$ cat src/rtl/spi_cmd_decoder.sv
module spi_cmd_decoder #(
  parameter int PTR_W = 13,
  parameter logic [127:0] SLOW_MAP = (((128'd1 << 27) - 128'd1) << 64)
                                   | (((128'd1 << 6) - 128'd1) << 96)
                                   | (128'd1 << 106)
) (
  input  logic             clk,
  input  logic             rst,
  input  logic             sck,
  input  logic             cs_n,
  input  logic             mosi,
  output logic             miso,
  output logic             reg_we,
  output logic [6:0]       reg_idx,
  output logic [7:0]       reg_wdata,
  output logic [PTR_W-1:0] buf_addr,
  output logic             buf_wr,
  output logic [7:0]       buf_wdata,
  output logic             buf_rd,
  input  logic [7:0]       buf_rdata
);
  logic [2:0] sck_q, cs_q;
  logic [1:0] mosi_q;
  logic [2:0] bitcnt;
  logic [1:0] nbyte;
  logic [7:0] cmd, sin, sout;
  logic [PTR_W-1:0] ptr;
  logic rd_adv;
  logic [7:0] regs [128];

  always_ff @(posedge clk) begin
    if (rst) begin
      sck_q <= '0; cs_q <= '1; mosi_q <= '0;
    end else begin
      sck_q <= {sck_q[1:0], sck};
      cs_q <= {cs_q[1:0], cs_n};
      mosi_q <= {mosi_q[0], mosi};
    end
  end

  wire rise   = sck_q[1] & ~sck_q[2];
  wire fall   = ~sck_q[1] & sck_q[2];
  wire cs_act = ~cs_q[1];
  wire cs_up  = cs_q[1] & ~cs_q[2];

  wire [2:0] op    = cmd[7:5];
  wire [4:0] arg   = cmd[4:0];
  wire is_rcr  = op == 3'b000;
  wire is_wcr  = op == 3'b010;
  wire is_bfs  = op == 3'b100;
  wire is_bfc  = op == 3'b101;
  wire is_rbm  = cmd == 8'h3A;
  wire is_wbm  = cmd == 8'h7A;
  wire is_srst = cmd == 8'hFF;

  wire [1:0] bank = regs[31][1:0];
  wire [6:0] idx  = (arg >= 5'h1B) ? {2'b00, arg} : {bank, arg};
  wire       slow = SLOW_MAP[idx];
  wire [7:0] rx   = {sin[6:0], mosi_q[1]};

  logic [7:0] wval, load_val;
  always_comb begin
    wval = rx;
    if (is_bfs) wval = regs[idx] | rx;
    else if (is_bfc) wval = regs[idx] & ~rx;
    load_val = 8'h00;
    if (is_rcr) load_val = (slow && nbyte == 2'd1) ? 8'h00 : regs[idx];
    else if (is_rbm) load_val = buf_rdata;
  end

  always_ff @(posedge clk) begin
    reg_we <= 1'b0;
    buf_wr <= 1'b0;
    buf_rd <= 1'b0;
    rd_adv <= 1'b0;
    if (buf_wr || rd_adv) ptr <= ptr + 1'b1;
    if (rst) begin
      bitcnt <= '0; nbyte <= '0; cmd <= '0; sin <= '0; sout <= '0; ptr <= '0;
      reg_idx <= '0; reg_wdata <= '0; buf_wdata <= '0;
      for (int i = 0; i < 128; i++) regs[i] <= 8'h00;
    end else if (!cs_act) begin
      bitcnt <= '0;
      nbyte <= '0;
      if (cs_up && nbyte != 2'd0 && is_srst) begin
        ptr <= '0;
        for (int i = 0; i < 128; i++) regs[i] <= 8'h00;
      end
    end else begin
      if (rise) begin
        sin <= rx;
        bitcnt <= bitcnt + 3'd1;
        if (bitcnt == 3'd7) begin
          if (nbyte != 2'd2) nbyte <= nbyte + 2'd1;
          if (nbyte == 2'd0) cmd <= rx;
          else begin
            if (is_wcr || is_bfs || is_bfc) begin
              regs[idx] <= wval;
              reg_we <= 1'b1;
              reg_idx <= idx;
              reg_wdata <= wval;
            end
            if (is_wbm) begin
              buf_wr <= 1'b1;
              buf_wdata <= rx;
            end
            if (is_rbm) rd_adv <= 1'b1;
          end
        end
      end
      if (fall) begin
        if (bitcnt == 3'd0 && nbyte != 2'd0) begin
          sout <= load_val;
          if (is_rbm) buf_rd <= 1'b1;
        end else begin
          sout <= {sout[6:0], 1'b0};
        end
      end
    end
  end

  assign miso = sout[7];
  assign buf_addr = ptr;

  a_r1_miso_on_fall: assert property (@(posedge clk) disable iff (rst)
    !fall |=> $stable(miso));
  a_r2_cs_restart: assert property (@(posedge clk) disable iff (rst)
    !cs_act |=> (bitcnt == 3'd0 && nbyte == 2'd0));
  a_r6_bank_index: assert property (@(posedge clk) disable iff (rst)
    (reg_we && reg_idx[4:0] < 5'h1B) |-> reg_idx[6:5] == $past(bank));
  a_r7_common_window: assert property (@(posedge clk) disable iff (rst)
    (reg_we && reg_idx[4:0] >= 5'h1B) |-> reg_idx[6:5] == 2'b00);
  a_r10_ptr_step: assert property (@(posedge clk) disable iff (rst)
    buf_wr |=> buf_addr == $past(buf_addr) + 1'b1);
  a_r13_one_target: assert property (@(posedge clk) disable iff (rst)
    $onehot0({reg_we, buf_wr, buf_rd}));
endmodule

$ cat config.mk
export PLATFORM = sky130hd
export DESIGN_NAME = spi_cmd_decoder
export DESIGN_NICKNAME = d
export VERILOG_FILES = /design/src/rtl/spi_cmd_decoder.sv
export SDC_FILE = /design/constraint.sdc
export NUM_CORES = 2
export LEC_CHECK = 0
export BUFFER_PORTS_ARGS = -buffer_cell sky130_fd_sc_hd__buf_2
export CORE_MARGIN = 5
export CORE_UTILIZATION = 55
export CTS_BUF_LIST = sky130_fd_sc_hd__clkbuf_2 sky130_fd_sc_hd__clkbuf_4 sky130_fd_sc_hd__clkbuf_8
export DETAILED_ROUTE_END_ITERATION = 16
export GPL_ROUTABILITY_DRIVEN = 0
export PLACE_DENSITY = 0.74
export SLEW_MARGIN = 10
export SYNTH_ARGS = -nofsm -noshare
export SYNTH_HDL_FRONTEND = slang
export SYNTH_SLANG_ARGS = --single-unit
$ cat constraint.sdc
create_clock -name clk -period 2.92 [get_ports clk]
set_input_delay 0.584 -clock clk [delete_from_list [all_inputs] [get_ports clk]]
set_output_delay 0.584 -clock clk [all_outputs]
set_load 0.01 [all_outputs]
# Word-level counts from Yosys, hierarchy flattened
# Memories as Yosys holds them, arrays and structs flattened.
# Cells that the tools add are included.
# classes
n_bitwise,143
reduce_logical,21
addsub,3
n_eq_ne,9
magnitude_cmp,2
muxes,157
# ops
operator,count
$mux W8,135
$or A1 B1 Y1,128
$mux W13,3
$mux W1,17
$mux W7,2
$add A13 B1 Y13 const B,1
$reduce_and A5 Y1,2
$eq A3 B3 Y1 const B,3
$not A1 Y1,9
$and A8 B8 Y8,1
$eq A8 B6 Y1 const B,1
$eq A8 B7 Y1 const B,1
$eq A8 B8 Y1 const B,1
$lt A7 B8 Y1 const B,1
$not A8 Y8,1
$or A8 B8 Y8,1
$reduce_or A8 Y1,1
$logic_not A3 Y1,2
$ge A5 B5 Y1 const B,1
$reduce_or A5 Y1,1
$logic_and A1 B1 Y1,4
$reduce_and A2 Y1,2
$reduce_and A4 Y1,1
$reduce_or A4 Y1,1
other kinds (11),15
# totals
ff_bits,76
memories,2
rom_bits,128
mem_bits_rw,1024
word_cells,353
# mem_list
name,words,width,rd,rd_ports_with_merged_regs,write_ports,line,text
regs,128,8,2,0,128,29,logic [7:0] regs [128];
(name not given),128,1,1,0,0,58,wire slow = SLOW_MAP[idx];

# Depth between registers and ports, before layout
# logic_depth
ltp_word,12
depth_mapped,16
mapped_depth_nobuf,9

# Least setup slack after synthesis
# OpenSTA, ideal clock, no wires.
# synth_timing
path_kind,reg2reg
from,reg cmd[0]
to,mem regs[120][1] (data pin)
slack_ns,-0.108
t_arrival_ns,2.763
setup_ns,0.265
required_ns,2.655
path_buffers,7
path_stages_with_launch,16
path_cell_list,dfxtp_1 -> buf_2 -> buf_4 -> buf_4 -> buf_2 -> buf_2 -> mux2i_1 -> nor2_1 -> a21oi_1 -> a21oi_1 -> o41ai_2 -> nand3b_1 -> o21ai_2 -> buf_2 -> buf_4 -> nor2_1
# synth_rtl
element,line,text
"start, declared",26,"logic [7:0] cmd, sin, sout;"
"start signal, assigned",94,if (nbyte == 2'd0) cmd <= rx;
"end, declared",29,

==> reports/metrics.cfg <==
[run_status]
status = finished with violations
violations = setup timing

[pwr]
irDropWorstVdd_mv = 0.452
swShare_pct = 22.1
total_power_mw = 32.0
power.internal_mw = 24.9
p_seq_share_pct = 55.8
p_leak_nw = 21.7
clock_power_share_pct = 40.6
power.density_nw_per_um2 = 526
power_frac_comb_pct = 3.6
p_switching_mw = 7.08

[timing]
finalCritPeriodShare_pct = 125
period_needed_ps = 3660
rsz0062_at_grt = yes
max_freq_ghz = 0.273
fin_skew_ps = 52.9
finalSetupViolCount = 1079
relSlewSlack_pct = 48.1
drv_slew = 0
fin_ws_ps = -740
final-hold-violation-count = 0
tightestPinTransition_ps = 773

[floorplanning]
coreArea_um2 = 88000
die_w_um = 307
start_util_pct = 55.2
rows = 109
io_pins = 53
dieArea_um2 = 94400
die_h_um = 307

[global_route]
antenna_found_initial = 7
grt_pass1_vias = 35600
met1_usage_pct = 41.7
grt_max_degree = 46
grt-ovfl-total = 0
grt_use_met3_pct = 9.00
top_usage_layer = met2
grt_use_met2_pct = 48.7
grt_util_all_layers_pct = 31.8
grt_pass1_wl_um = 224000

[setup_path]
cp_slowest_cell = a221oi_1
path_class = reg2reg
cpLargestDelayFamily = compound AO/OA/AOI/OAI gates
cp_max_fo = 27
cp_cell_sequence = buf_12 > buf_4 > buf_4 > mux2i_1 > o2bb2ai_1 > a221oi_1 > a21oi_1 > nand3_1 > nand3b_1 > a22oi_2 > buf_6 > buf_12 > nor2_1
max_stage_delay_ps = 670
cp.buffers_inverters = 5
cp.required_ps = 3520
endpoint_kind = register
cp-start-kind = register
crit_arrival_ps = 4260

[clock_tree]
clock_latency_ps = 890
cts.path.max_buffers = 3
cts.sinks = 1095
numCtsBuffers = 173
cts.clk_slew.worst_paths_ps = 70
cts_tree = done
cts_max_level = 4
cts_root_buf = clkbuf_8

[job]
maxCapViolations = 0

[drt]
vias = 37300
drt-wirelength-per-cell_um = 26.4
viasPerCell = 6.24
final_antenna_net_count = 0
drt-pass1-iter-count = 8
drc_errors = 0
drt_wl_total_um = 157000
drt-initial-drc-count = 5631

[synthesis]
synthCells = 3921
synth_top_family_by_area = simple AND/OR/NAND/NOR gates
post_synth_num_cell_types = 85
synthesis.area_um2 = 48600
yosys.area_share.simple_pct = 13.0
synth_common_cells = 1063 x nor2_1, 1019 x edfxtp_1, 337 x nand2_1, 284 x mux2i_1, 141 x a21oi_1
synth_most_common_cell = nor2_1
synth.avg_cell_area_um2 = 12.4
synthAdderAreaFrac_pct = 0.180
yosysWarningCount = 0
synth_edf_count = 1019
yosysTopAreaCell = edfxtp_1
yosysSeqAreaShare_pct = 66.1
synth_ff_type = edfxtp_1
synthMuxAreaShare_pct = 9.84
synth_compound_area_share_pct = 7.07
synth_xor_area_share_pct = 0.234
async_flop_share_pct = 0
synth_top_area_share_pct = 63.0
synthTopCellsByArea = edfxtp_1 63%, nor2_1 8.2%, mux2i_1 5.9%
ys_ff_latch = 1095

[placement]
dp_cells = 5563
port_buffers = 52
hpwl_um = 100000

[min_path]
worstHoldPathType = in2reg

[finish]
register_area_um2 = 32100
multi_input_area_um2 = 15700
stdcell_count = 5970
num-nets-final = 4683
n_fill_cell = 5715
drive_gt1_share_pct = 26.4
area_growth_pct = 25.1

[power by group through the flow]
stage          Clock, mW  Sequential (mW)  Combinational [mW]
2_1_floorplan          0             18.1               0.543
3_5_place_dp           0             18.2                1.01
5_1_grt             13.8             17.9                1.19
4_1_cts             13.1             17.8                1.08
6_report            13.0             17.8                1.14
3_3_place_gp           0             18.1               0.997
[timing repair]
item | CTS | global route
setup endpoints to repair | 933 | 1352
setup buffers | 45 | 14
endpoints found under the hold margin | 3 | 0
gates cloned | 23 | 11
resized for setup | 109 | 89
hold buffers | 3 | 0
pin swaps | 15 | 16
[final timing paths]
path           startpoint           end  slack, ps  cells past startpoint
max reg2reg        cmd[0]  regs[116][2]       -740                     13
min          buf_rdata[2]       sout[2]         90                      3
min reg2reg       cs_q[0]       cs_q[1]        420                      1
max                cmd[0]  regs[116][2]       -740                     13
[worst reg2reg max path, stage by stage, from the launching register on]
cell	delay [ps]
dfxtp_4	420
buf_12	160
buf_4	140
buf_4	230
mux2i_1	390
o2bb2ai_1	150
a221oi_1	670
a21oi_1	160
nand3_1	140
nand3b_1	140
a22oi_2	270
buf_6	240
buf_12	220
nor2_1	90
[metal layers]
layer	vias up	part of all wire, %
met3	712	14
met5	-	0.0070
li1	15600	-
met4	2	6.6
met1	17900	34
met2	3037	45
[layout by cell type, fill, tap and decap left out, types with 40 or more instances in the layout]
master	synthesis	routed
nand2_1	337	336
o2bb2ai_1	60	58
mux2_2	53	50
clkbuf_4	0	70
dfxtp_1	76	72
clkbuf_8	0	180
mux2i_1	284	275
nand3_1	42	40
buf_12	0	115
buf_4	57	512
buf_2	94	52
a21oi_1	141	135
conb_1	1	115
o21ai_0	89	84
mux4_2	57	57
edfxtp_1	1019	1019
nor2_1	1063	1030
[through the flow]
| stage | hold slack (ps) | utilization [%] | instance area, um^2 | setup WS [ps] | TNS [ps] |
|---|---|---|---|---|---|
| after global placement | 405 | 62.6 | 55000 | -780 | -496350 |
| final | 89.6 | 69.1 | 60800 | -740 | -510090 |
| after global routing | 88.0 | 69.1 | 60800 | -764 | -560560 |
| after CTS | 31.7 | 68.2 | 60000 | -560 | -392960 |
| after detailed placement | 406 | 62.6 | 55000 | -800 | -508150 |
| after floorplan | 389 | - | 49100 | 0.611 | 0 |
[cells by family (layout without fill, tap and decap cells)]
family,Yosys count,after routing
multiplexers,399,399
AO/OA/AOI/OAI,507,507
buffers and inverters,330,1094
adder cells (fa/ha/maj),7,7
XOR/XNOR,13,13
other,1,121
AND/OR/NAND/NOR,1569,1569
flip-flops,1095,1095
[layout make-up]
type / instances / area share (%)
diodes: 6 / 0.0247
clock buffers: 250 / 4.94
clock inverters: 61 / 0.675
inverters: 29 / 0.183
multi-input cells: 2610 / 25.9
flip-flops and latches: 1095 / 52.9
well taps: 1165 / 2.40
repair buffers: 754 / 13.0
[sequential cells by signal (all words and copies together), names as in the netlist]
register   cells
nbyte          2
cmd            8
regs        1019
buf_wr         1
sout           8
mosi_q         2
buf_wdata      8
buf_rd         1
buf_addr      13
sck_q          3
cs_q           3
reg_idx        7
bitcnt         3
reg_wdata      8
reg_we         1
rd_adv         1
sin            7
(Power assumes the default switching activity.)
